===== src/rtl/ctl_line_pkg.sv =====
package ctl_line_pkg;

    localparam int WORD_W = 14;
    localparam int GP_N   = 4;

    typedef struct packed {
        logic [1:0]      l0_e2;
        logic [1:0]      l0_e1;
        logic [GP_N:0]   e2;
        logic [GP_N:0]   e1;
    } mc_word_t;

    typedef enum logic [1:0] {
        L0_LOW  = 2'b00,
        L0_HIGH = 2'b01,
        L0_HOLD = 2'b10,
        L0_ADDR = 2'b11
    } l0_code_e;

    typedef enum logic [1:0] {
        EDGE_NONE = 2'd0,
        EDGE_ONE  = 2'd1,
        EDGE_TWO  = 2'd2
    } edge_e;

    function automatic edge_e edge_of(input logic [1:0] q);
        case (q)
            2'd0:    return EDGE_ONE;
            2'd2:    return EDGE_TWO;
            default: return EDGE_NONE;
        endcase
    endfunction

    function automatic logic l0_next(input logic [1:0] code, input logic follow,
                                     input logic abit, input logic cur);
        if (follow) return abit;
        case (l0_code_e'(code))
            L0_LOW:  return 1'b0;
            L0_HIGH: return 1'b1;
            default: return cur;
        endcase
    endfunction

endpackage


===== src/rtl/ctl_line_addr.sv =====
module ctl_line_addr #(
    parameter int ADDR_W = 8,
    parameter int SEL_W  = $clog2(ADDR_W)
) (
    input  logic              clk,
    input  logic              rst,
    input  logic              capture,
    input  logic [ADDR_W-1:0] addr,
    input  logic [SEL_W-1:0]  sel,
    output logic              abit
);
    logic [ADDR_W-1:0] addr_q;

    always_ff @(posedge clk) begin
        if (rst)          addr_q <= '0;
        else if (capture) addr_q <= addr;
    end

    assign abit = capture ? addr[sel] : addr_q[sel];
endmodule


===== src/rtl/ctl_line_l0.sv =====
module ctl_line_l0
    import ctl_line_pkg::*;
(
    input  logic       clk,
    input  logic       rst,
    input  logic       run,
    input  edge_e      edg,
    input  logic [1:0] code_e1,
    input  logic [1:0] code_e2,
    input  logic       abit,
    output logic       line
);
    logic follow;
    logic [1:0] code;

    assign follow = (code_e1 == L0_ADDR) && (code_e2 == L0_ADDR);
    assign code   = (edg == EDGE_TWO) ? code_e2 : code_e1;

    always_ff @(posedge clk) begin
        if (rst || !run)             line <= 1'b1;
        else if (edg != EDGE_NONE)   line <= l0_next(code, follow, abit, line);
    end

    AST_L0_FOLLOW: assert property (@(posedge clk) disable iff (rst) (run && edg != EDGE_NONE && follow) |=> line == $past(abit)) else $error("l0 follow");
    AST_L0_LONE_HOLD: assert property (@(posedge clk) disable iff (rst) (run && edg != EDGE_NONE && !follow && code == L0_ADDR) |=> $stable(line)) else $error("l0 lone");
endmodule


===== src/rtl/ctl_line_gp.sv =====
module ctl_line_gp
    import ctl_line_pkg::*;
#(
    parameter int N = GP_N
) (
    input  logic         clk,
    input  logic         rst,
    input  logic         run,
    input  edge_e        edg,
    input  logic [N-1:0] e1,
    input  logic [N-1:0] e2,
    output logic [N-1:0] lines
);
    for (genvar i = 0; i < N; i++) begin : g_line
        always_ff @(posedge clk) begin
            if (rst || !run)          lines[i] <= 1'b1;
            else if (edg == EDGE_ONE) lines[i] <= e1[i];
            else if (edg == EDGE_TWO) lines[i] <= e2[i];
        end
    end

    AST_GP_EDGE_ONE: assert property (@(posedge clk) disable iff (rst) (run && edg == EDGE_ONE) |=> lines == $past(e1)) else $error("gp e1");
    AST_GP_EDGE_TWO: assert property (@(posedge clk) disable iff (rst) (run && edg == EDGE_TWO) |=> lines == $past(e2)) else $error("gp e2");
endmodule


===== src/rtl/ctl_line_l5.sv =====
module ctl_line_l5
    import ctl_line_pkg::*;
(
    input  logic       clk,
    input  logic       rst,
    input  logic       run,
    input  edge_e      edg,
    input  logic       first,
    input  logic       periodic,
    input  logic       early,
    input  logic       mach_b,
    input  logic       bank_sel,
    input  logic       b1,
    input  logic       b2,
    output logic [1:0] l5
);
    logic       early_mode;
    logic       upd;
    logic       val;
    logic [1:0] act_mask;

    assign early_mode = first && !periodic;
    assign act_mask   = (mach_b && bank_sel) ? 2'b10 : 2'b01;

    always_comb begin
        upd = 1'b0;
        val = 1'b1;
        case (edg)
            EDGE_ONE: begin upd = !early_mode; val = b1; end
            EDGE_TWO: begin upd = 1'b1; val = early_mode ? early : b2; end
            default:  ;
        endcase
    end

    for (genvar i = 0; i < 2; i++) begin : g_out
        always_ff @(posedge clk) begin
            if (rst || !run)             l5[i] <= 1'b1;
            else if (upd && act_mask[i]) l5[i] <= val;
        end
    end

    AST_L5_EARLY: assert property (@(posedge clk) disable iff (rst) (run && early_mode && edg == EDGE_TWO) |=> (l5 & $past(act_mask)) == ($past(early) ? $past(act_mask) : 2'b00)) else $error("l5 early");
    AST_L5_EARLY_E1_HOLD: assert property (@(posedge clk) disable iff (rst) (run && early_mode && edg == EDGE_ONE) |=> $stable(l5)) else $error("l5 e1 hold");
    AST_L5_INACTIVE_HOLD: assert property (@(posedge clk) disable iff (rst) run |=> (l5 & ~$past(act_mask)) == ($past(l5) & ~$past(act_mask))) else $error("l5 inactive");
endmodule


===== src/rtl/ctl_line_seq.sv =====
module ctl_line_seq
    import ctl_line_pkg::*;
#(
    parameter int ADDR_W = 8,
    parameter int SEL_W  = $clog2(ADDR_W)
) (
    input  logic              clk,
    input  logic              rst,
    input  logic              run_i,
    input  logic [1:0]        quarter_i,
    input  logic              first_i,
    input  logic              periodic_i,
    input  logic              mach_b_i,
    input  logic              bank_sel_i,
    input  logic              early_i,
    input  logic [WORD_W-1:0] word_i,
    input  logic [ADDR_W-1:0] addr_i,
    input  logic [SEL_W-1:0]  sel_i,
    output logic [GP_N:0]     line_o,
    output logic [1:0]        l5_o
);
    mc_word_t        w;
    edge_e           edg;
    logic            capture;
    logic            abit;
    logic            l0;
    logic [GP_N-1:0] gp;

    assign w       = mc_word_t'(word_i);
    assign edg     = edge_of(quarter_i);
    assign capture = run_i && first_i && (quarter_i == 2'd0);

    ctl_line_addr #(.ADDR_W(ADDR_W), .SEL_W(SEL_W)) u_addr (
        .clk(clk), .rst(rst), .capture(capture), .addr(addr_i), .sel(sel_i), .abit(abit)
    );

    ctl_line_l0 u_l0 (
        .clk(clk), .rst(rst), .run(run_i), .edg(edg),
        .code_e1(w.l0_e1), .code_e2(w.l0_e2), .abit(abit), .line(l0)
    );

    ctl_line_gp #(.N(GP_N)) u_gp (
        .clk(clk), .rst(rst), .run(run_i), .edg(edg),
        .e1(w.e1[GP_N-1:0]), .e2(w.e2[GP_N-1:0]), .lines(gp)
    );

    ctl_line_l5 u_l5 (
        .clk(clk), .rst(rst), .run(run_i), .edg(edg),
        .first(first_i), .periodic(periodic_i), .early(early_i),
        .mach_b(mach_b_i), .bank_sel(bank_sel_i),
        .b1(w.e1[GP_N]), .b2(w.e2[GP_N]), .l5(l5_o)
    );

    assign line_o = {gp, l0};

    AST_IDLE_HIGH: assert property (@(posedge clk) disable iff (rst) $past(!run_i) |-> (&line_o && &l5_o)) else $error("idle");
    AST_QUIET_QUARTER: assert property (@(posedge clk) disable iff (rst) (run_i && quarter_i[0]) |=> ($stable(line_o) && $stable(l5_o))) else $error("quiet");
endmodule


===== config.mk =====
export PLATFORM = sky130hd
export DESIGN_NAME = ctl_line_seq
export DESIGN_NICKNAME = d
export VERILOG_FILES = /design/src/rtl/ctl_line_pkg.sv /design/src/rtl/ctl_line_addr.sv /design/src/rtl/ctl_line_l0.sv /design/src/rtl/ctl_line_gp.sv /design/src/rtl/ctl_line_l5.sv /design/src/rtl/ctl_line_seq.sv
export SDC_FILE = /design/constraint.sdc
export NUM_CORES = 1
export LEC_CHECK = 0
export ABC_AREA = 0
export BUFFER_PORTS_ARGS = -buffer_cell sky130_fd_sc_hd__buf_2
export CORE_MARGIN = 3
export CORE_UTILIZATION = 31
export DETAILED_ROUTE_END_ITERATION = 16
export PLACE_DENSITY = 0.58
export SETUP_SLACK_MARGIN = 0.5
export SYNTH_ARGS = -nofsm -noshare
export SYNTH_HDL_FRONTEND = slang
export SYNTH_SLANG_ARGS = --single-unit

===== constraint.sdc =====
create_clock -name clk -period 1.6 [get_ports clk]
set_input_delay 0.08 -clock clk [delete_from_list [all_inputs] [get_ports clk]]
set_output_delay 0.08 -clock clk [all_outputs]
set_load 0.02 [all_outputs]

# After elaboration in Yosys (flattened, before gate mapping)
# Index checks and enable logic that the tools add are counted.
word_totals:
  inputBits: 35
  out_inout_bits: 7
  wordCells: 57
  regBits: 15
classes:
  n_eq_ne: 6
  muxes: 25
  order_cmp: 1
  reduce_logical: 17
ops:
  columns: ["operator", "count"]
  rows:
  - ["$mux 1", 17]
  - ["$eq 2x2->1 const B", 4]
  - ["$logic_and 1x1->1", 7]
  - ["$bmux 1 s3", 2]
  - ["$pmux 1 s2", 3]
  - ["$eq 2x1->1 const B", 2]
  - ["$logic_not 2->1", 2]
  - ["$lt 3x4->1 const B", 1]
  - ["$mux 2", 2]
  - ["$pmux 2 s2", 1]
  - ["$reduce_bool 2->1", 2]
  - ["$logic_not 1->1", 3]
  - ["$reduce_bool 3->1", 1]
  - ["$reduce_and 2->1", 1]
  - ["$logic_or 1x1->1", 1]

# Logic depth before layout (Yosys ltp)
# Gate-level depths: netlist of run 1.
logic_depth:
  word_depth: 7
  ltp_mapped: 6
  mapped_depth_nobuf: 4

# Hierarchy
# From an unflattened synthesis of run 1, not the netlist that was laid out.
unflattened:
  cells_unflattened: 92
  hier_area_um2: 948.4
modules_own_cells:
  columns: ["module", "area_per_inst_um2", "seq_area_each_um2", "cells_each", "n_inst"]
  rows:
  - ["ctl_line_addr", 414.1, 160.2, 33, 1]
  - ["ctl_line_gp", 220.2, 80.1, 20, 1]
  - ["ctl_line_l5", 178.9, 40.0, 20, 1]
  - ["ctl_line_l0", 102.6, 20.0, 15, 1]
  - ["ctl_line_seq", 32.5, 0.0, 4, 1]

# Worst setup path before layout of run 1
# No wires, ideal clock.
synth_timing:
  path_type: "flip-flop to flip-flop"
  from: "register u_addr.addr_q[1]"
  to: "register u_l0.line"
  slack_ns: 0.366
  t_required_ns: 1.468
  path_stages_with_launch: 5
  n_path_buf: 0
  synth_period_minus_slack_ns: 1.234
  arrival_time_ns: 1.102
  setup_ns: 0.132
  path_cell_list: "dfxtp_1 mux4_1 or2_1 nand4_1 a31oi_1"
synth_between:
  elab_chain_cells: 5
synth_lines:
  columns: ["item", "line_no", "text"]
  rows:
  - ["from (decl)", "ctl_line_addr.sv:12", "logic [ADDR_W-1:0] addr_q;"]
  - ["from (signal assigned)", "ctl_line_addr.sv:16", "else if (capture) addr_q <= addr;"]
  - ["$bmux 1 s3", "ctl_line_addr.sv:19", "assign abit = capture ? addr[sel] : addr_q[sel];"]
  - ["$mux 1 (implied by the code)", "ctl_line_addr.sv:19", null]
  - ["$mux 1", "ctl_line_addr.sv:19", null]
  - ["$mux 1", "ctl_line_pkg.sv:36", "if (follow) return abit;"]
  - ["$mux 1", "ctl_line_pkg.sv:37", "case (l0_code_e'(code))"]
  - ["to (signal assigned)", "ctl_line_l0.sv:21", "else if (edg != EDGE_NONE) line <= l0_next(code, follow, abit, line);"]
  - ["to (decl)", "ctl_line_l0.sv:11", "output logic line"]
# Every way passes these cells. The select of a mux whose other input is x is not followed.
# A chain may end at the register's enable or synchronous reset.

# Worst setup path after layout of run 1
layout_timing:
  from: "register u_addr.addr_q[3]"
  to: "register u_l0.line"
# Same word-level chain as after synthesis.

==> results of run 1 <==
## worst min-delay path by stage
| stage | start | end | slack [ns] | cells past startpoint |
|---|---|---|---|---|
| after global routing | addr_i[3] | u_addr.addr_q[3] | 0.03 | 3 |
| after global placement | addr_i[3] | u_addr.addr_q[3] | 0.34 | 3 |
| final | addr_i[3] | u_addr.addr_q[3] | 0.04 | 3 |
| after detailed placement | addr_i[0] | u_addr.addr_q[0] | 0.35 | 3 |
| after CTS | addr_i[3] | u_addr.addr_q[3] | 0.02 | 3 |
| after floorplan | addr_i[0] | u_addr.addr_q[0] | 0.22 | 2 |
## kinds of logic after synthesis
kind of cell	share of synthesized area [%]
muxes	20.1
and+or+nand+nor	24.0
buffers and inverters	5.24
AOI/OAI and AO/OA	15.7
DFF	34.9
## placed cells by master (no fill, tap or decap), drive strengths merged, types with 2 or more instances in the layout
master  instances
nand3           2
a31oi           2
dfxtp          15
nand2          28
nand4           2
o21ai           5
mux2            3
buf            43
clkbuf          3
nor2            2
mux4            3
mux2i           6
inv             2
a21oi           9
nand3b          2
## layout make-up
cell class | count | share of cell area, %
clock inverters | 1 | 0.676
well taps | 30 | 3.38
clock buffers | 3 | 2.03
multi-input cells | 77 | 45.9
inverters | 3 | 1.01
repair buffers | 43 | 19.8
flip-flops and latches | 15 | 27.1
## worst max-delay path, delay by kind of cell (launching register included)
family	cells	cell delay [ns]
AOI/OAI and AO/OA	1	0.07
and+or+nand+nor	2	0.29
muxes	1	0.44
DFF	1	0.33
## sequential cells by signal (all words and copies together), names as in the netlist
name and count:
u_addr.addr_q 8, u_gp.lines 4, u_l5.l5 2, u_l0.line 1
## power groups by stage
stage               Sequential, mW  Clock (mW)  Combinational, mW
CTS                          0.389       0.244              0.155
global route                 0.390       0.258              0.174
detailed placement           0.397           0              0.155
finish                       0.389       0.227              0.154
global placement             0.397           0              0.152
floorplan                    0.403           0             0.0812
## routing by layer
| layer | track usage (%) | wire, um | vias up |
|---|---|---|---|
| met2 | 23.1 | 1140 | 18 |
| met1 | 15.2 | 892 | 409 |
| met3 | 3.95 | 77 | 0 |
| met5 | 0 | 0 | - |
| met4 | 2.91 | 0 | 0 |
| li1 | - | - | 448 |
## repair_timing
action / in CTS / in global routing
gates cloned: 0 / 0
gates resized for setup: 1 / 0
hold buffers: 0 / 0
endpoints found under the setup margin: 1 / 1
pin swaps: 1 / 0
## through the flow
step | cell area (um^2) | worst slack, ns
final | 1110 | 0.357
after detailed placement | 1080 | 0.308
after CTS | 1110 | 0.338
after floorplan | 856 | 0.385
after global placement | 1080 | 0.346
after global routing | 1110 | 0.281
==> run metrics, run 1 <==
Critical path origin u_addr.addr_q[3]; RR Endpoint u_l0.line; H-tree levels 1; P_int 0.556 mW; Synth Flop Type dfxtp_1; Worst R2R Start u_addr.addr_q[3]; routed vias/inst 5.09; Max clock buf depth 2; Yosys warning count 0; Peak VDD IR 0.414 mV; status finished clean; IO Pins 42; Worst R2R Path Depth 4; Commonest cells post-synth nand2_1 (28), dfxtp_1 (15), a21oi_1 (9); fin util 43.7%; gp weighted congestion 0.818; CP Class register to register; syn_nets 135; Max Cap Violations 0; path type of the worst min-delay path input pin to register; Clock power frac 29.5%; chip height 58.7 um; crit path to u_l0.line; Die W 58.7 um; DRC viols 0; global-route wire length before repair 3470 um; Post-synth EDFFs 0; largest fanout on the critical path 2; setup TNS 0 ns; antenna cells 0; CP max stage delay 0.44 ns; Register Area 302 um^2; Fin. Hold Viols 0; Tot Pwr 0.769 mW; worst skew pair latency 0.29 ns; routed len/inst 12.3 um; sw frac 27.7%; most frequent cell after synthesis nand2_1; Pleak 0.477 nW; core area 0.00254 mm^2; post-detail-place hpwl 1760 um; initial antenna violation count 0; Setup violations, final 0; area delta synth->final 29.3%; Worst setup SP type register; slew margin rel. 66.6%; clock-pin slew on the worst setup and hold paths 0.09 ns; synthesized cell area 860 um^2; total gr overflow 0; Detailed Routing Iterations Pass 1 4; Crit. End Element register; RSZ-0062 raised after global routing yes; flop and latch count out of synthesis 15; nets@finish 178; die area 0.00344 mm^2; power per cell area 692 mW/mm^2; crit path DAT 1.42 ns; Inserted Clock Buffers 3; Synth cell types 32; post-synth top area cell dfxtp_1; CTS tree done; top cell type's share of synthesized area 34.9%; register-to-register setup slack 0.36 ns; final wirelength 2110 um; initial DRC count 15; minimum clock period 1.24 ns; top post-synthesis cells by area dfxtp_1 (35%), nand2_1 (12%), mux4_1 (9.2%); post-synthesis sequential area ratio 34.9%; via count 875; clk sinks 15; Worst Skew 0.00109 ns; multi-input logic area 510 um^2; largest net degree at the start of global routing 14; antenna-violating nets left 0; fmax 804 MHz; asr flop ratio synth 0%; synthesized area per cell 8.60 um^2; Root Buffer clkbuf_4; switching power 0.213 mW; layout cells sized above 1 38.7%; Hold Slack 0.0362 ns; FP Rows 18; Worst path slowest cell mux4_2; worst-margin pin slew 0.500 ns; fin crit share 77.7%; vias in the first global route 849; placed instance count 168; worst path required time 1.77 ns; # port buffers 41; Combinational Power Share 20.0%; post-route non-filler standard cell count 172; cell count after synthesis 100; Reg power frac 50.5%; Slew Limit Fails 0; GRT Total Usage 13.0%; Starting Density 33.8%; # fillers 271; # Post-CTS Setup Buffers 0; CP cell instances mux4_2 > or2_1 > nand4_1 > a31oi_1
No activity file was read; power rests on OpenSTA's default activity.
==> run 2, diff against run 1 <==
--- a/config.mk
+++ b/config.mk
@@ -5,12 +5,12 @@
 export SDC_FILE = /design/constraint.sdc
 export NUM_CORES = 1
 export LEC_CHECK = 0
-export ABC_AREA = 0
+export ABC_AREA = 1
 export BUFFER_PORTS_ARGS = -buffer_cell sky130_fd_sc_hd__buf_2
 export CORE_MARGIN = 3
 export CORE_UTILIZATION = 31
 export DETAILED_ROUTE_END_ITERATION = 16
-export PLACE_DENSITY = 0.58
+export PLACE_DENSITY = 0.59
 export SETUP_SLACK_MARGIN = 0.5
 export SYNTH_ARGS = -nofsm -noshare
 export SYNTH_HDL_FRONTEND = slang
==> constraint.sdc (replaced) <==
create_clock -name clk -period 1.1 [get_ports clk]
set_input_delay 0.055 -clock clk [delete_from_list [all_inputs] [get_ports clk]]
set_output_delay 0.055 -clock clk [all_outputs]
set_load 0.02 [all_outputs]
==> run metrics, run 2 <==
chip height 59.9 um (was 58.7 um); Synth cell types 25 (was 32); H-tree levels 1 (unchanged); antenna cells 0 (unchanged); largest net degree at the start of global routing 10 (was 14); Yosys warning count 0 (unchanged); largest reg by FF count u_addr.addr_q (unchanged); max reg flops 8 (unchanged); path type of the worst min-delay path input pin to register (unchanged); worst path required time 1.28 ns (was 1.77 ns); global-route wire length before repair 3770 um (was 3470 um); fmax 1120 MHz (was 804 MHz); status finished, violations left (was finished clean); nets@finish 227 (was 178); Crit. End Element register (unchanged); IO Pins 42 (unchanged); Post-synth EDFFs 0 (unchanged); die area 0.00358 mm^2 (was 0.00344 mm^2); setup TNS 0 ns (unchanged); worst-margin pin slew 0.265 ns (was 0.500 ns); Tot Pwr 1.24 mW (was 0.769 mW); Starting Density 34.4% (was 33.8%); commonest cells after routing, fill and taps aside nand2_1 (37), buf_2 (33), inv_1 (12), buf_4 (12), dfxtp_2 (11) (was buf_2 (41), nand2_1 (28), dfxtp_1 (14)); via count 1047 (was 875); Peak VDD IR 0.605 mV (was 0.414 mV); post-synth top area cell dfxtp_1 (unchanged); sw frac 30.4% (was 27.7%); switching power 0.377 mW (was 0.213 mW); Slew Limit Fails 0 (unchanged); clock-pin slew on the worst setup and hold paths 0.09 ns (about the same); Inserted Clock Buffers 3 (unchanged); layout cells sized above 1 52.4% (was 38.7%); Max clock buf depth 2 (unchanged); largest fanout on the critical path 2 (unchanged); syn_nets 172 (was 135); # fillers 263 (was 271); FP Rows 18 (unchanged); Detailed Routing Iterations Pass 1 4 (unchanged); CTS tree done (unchanged); # port buffers 41 (unchanged); Combinational Power Share 27.1% (was 20.0%); RSZ-0062 raised after global routing yes (unchanged); synthesized area per cell 6.57 um^2 (was 8.60 um^2); antenna-violating nets left 0 (unchanged); Synth Flop Type dfxtp_1 (unchanged); cell count after synthesis 137 (was 100); gp weighted congestion 0.850 (was 0.818); routed vias/inst 4.74 (was 5.09); Fin. Hold Viols 4 (was 0); failing checks negative hold slack; flop and latch count out of synthesis 15 (unchanged); vias in the first global route 954 (was 849); minimum clock period 0.897 ns (was 1.24 ns); Die W 59.9 um (was 58.7 um); top cell type's share of synthesized area 33.4% (was 34.9%); DRC viols 0 (unchanged); CP Class register to register (unchanged); core area 0.00261 mm^2 (was 0.00254 mm^2); total gr overflow 0 (unchanged); worst skew pair latency 0.28 ns (was 0.29 ns); power per cell area 900 mW/mm^2 (was 692 mW/mm^2); fin crit share 81.5% (was 77.7%); Worst setup SP type register (unchanged); area delta synth->final 52.9% (was 29.3%); slew margin rel. 82.3% (was 66.6%); asr flop ratio synth 0% (unchanged); routed len/inst 10.9 um (was 12.3 um); Setup violations, final 0 (unchanged); synthesized cell area 900 um^2 (was 860 um^2); post-synthesis sequential area ratio 33.4% (was 34.9%); Reg power frac 46.7% (was 50.5%); most frequent cell after synthesis nand2_1 (unchanged); final wirelength 2410 um (was 2110 um); Commonest cells post-synth nand2_1 (39), inv_1 (19), a21oi_1 (15), dfxtp_1 (15), nand3_1 (15) (was nand2_1 (28), dfxtp_1 (15), a21oi_1 (9)); Pleak 0.663 nW (was 0.477 nW); initial antenna violation count 0 (unchanged); Hold Slack -0.0197 ns (was 0.0362 ns); top flop regs u_addr.addr_q x8, u_gp.lines x4, u_l5.l5 x2 (unchanged); P_int 0.861 mW (was 0.556 mW); commonest non-fill, non-tap cell in the layout nand2_1 (was buf_2); Root Buffer clkbuf_4 (unchanged); GRT Total Usage 13.6% (was 13.0%); crit path DAT 1.08 ns (was 1.42 ns); Clock power frac 26.3% (was 29.5%); Max Cap Violations 0 (unchanged); Worst Skew 0.00155 ns (was 0.00109 ns); post-detail-place hpwl 1780 um (was 1760 um); initial DRC count 20 (was 15); clk sinks 15 (unchanged); top post-synthesis cells by area dfxtp_1 (33%), nand2_1 (16%), a21oi_1 (8.3%) (was dfxtp_1 (35%), nand2_1 (12%), mux4_1 (9.2%))
run 2: changes by cell type in the layout (fill, tap and decap cells not counted), moves of 8 or more:
cell,delta
inv_2,+8
buf_2,-8
buf_4,+10
inv_1,+10
dfxtp_1,-10
nand2_1,+9
dfxtp_2,+10
run 2: layout make-up:
| class | instances | area (um^2) | share of cell area, % |
|---|---|---|---|
| tap | 30 | 37.5 | 2.73 |
| timing repair buffer | 53 | 342 | 24.8 |
| sequential | 15 | 314 | 22.8 |
| inverter | 22 | 87.6 | 6.37 |
| multi-input combinational | 97 | 568 | 41.3 |
| clock buffer | 4 | 26.3 | 1.91 |
run 2: worst max-delay path, stage by stage (launching register included):
cell and delay [ns]:
dfxtp_2 0.33, inv_2 0.05, nand2_2 0.04, nand3_2 0.08, nand3_2 0.07, nand3_2 0.08
nand3_2 0.05, nand2_1 0.06, nand2_1 0.04
run 2: path summary, 6_finish.rpt:
path / endpoint / cells after the start / slack (ns) / start
worst min-delay path: u_gp.lines[1] / 3 / -0.02 / word_i[1]
worst min register to register: u_addr.addr_q[4] / 2 / 0.45 / u_addr.addr_q[4]
worst max register to register: u_l0.line / 8 / 0.20 / u_addr.addr_q[3]
worst max-delay path: u_l0.line / 8 / 0.20 / u_addr.addr_q[3]
run 2: per-layer routing:
metal  part of all wire, %  track usage [%]  up-vias
li1                      -                -      551
met1                    48             17.7      454
met2                    42             21.3       40
met3                   9.4             2.81        2
met4                  0.71             6.01        0
met5                     0                0        -
run 2: what timing repair did:
| item | CTS | global route |
|---|---|---|
| gates resized for setup | 15 | 30 |
| buffers inserted | 5 | 5 |
| setup endpoints to repair | 18 | 22 |
| endpoints found under the hold margin | 4 | 3 |
| pin swaps | 5 | 10 |
| cloned | 1 | 0 |
run 2: metrics by stage:
stage	std cells	setup WS (ns)	area [um^2]	util (%)
4_1_cts	216	0.185	1250	48.0
3_5_place_dp	206	0.101	1140	43.5
3_3_place_gp	206	0.131	1140	43.5
5_1_grt	221	0.134	1380	52.6
2_1_floorplan	137	0.252	915	-
6_report	221	0.204	1380	52.6
run 2: kinds of logic after synthesis:
logic type,Yosys count,share of synthesized area (%)
and+or+nand+nor,68,36.7
AOI/OAI and AO/OA,28,16.6
buffers and inverters,26,13.4
DFF,15,33.4
run 2: power by group through the flow:
stage	registers (mW)	clock network (mW)	logic [mW]
2_1_floorplan	0.596	0	0.149
3_3_place_gp	0.585	0	0.266
3_5_place_dp	0.585	0	0.268
4_1_cts	0.575	0.335	0.295
5_1_grt	0.580	0.368	0.372
6_report	0.577	0.325	0.335
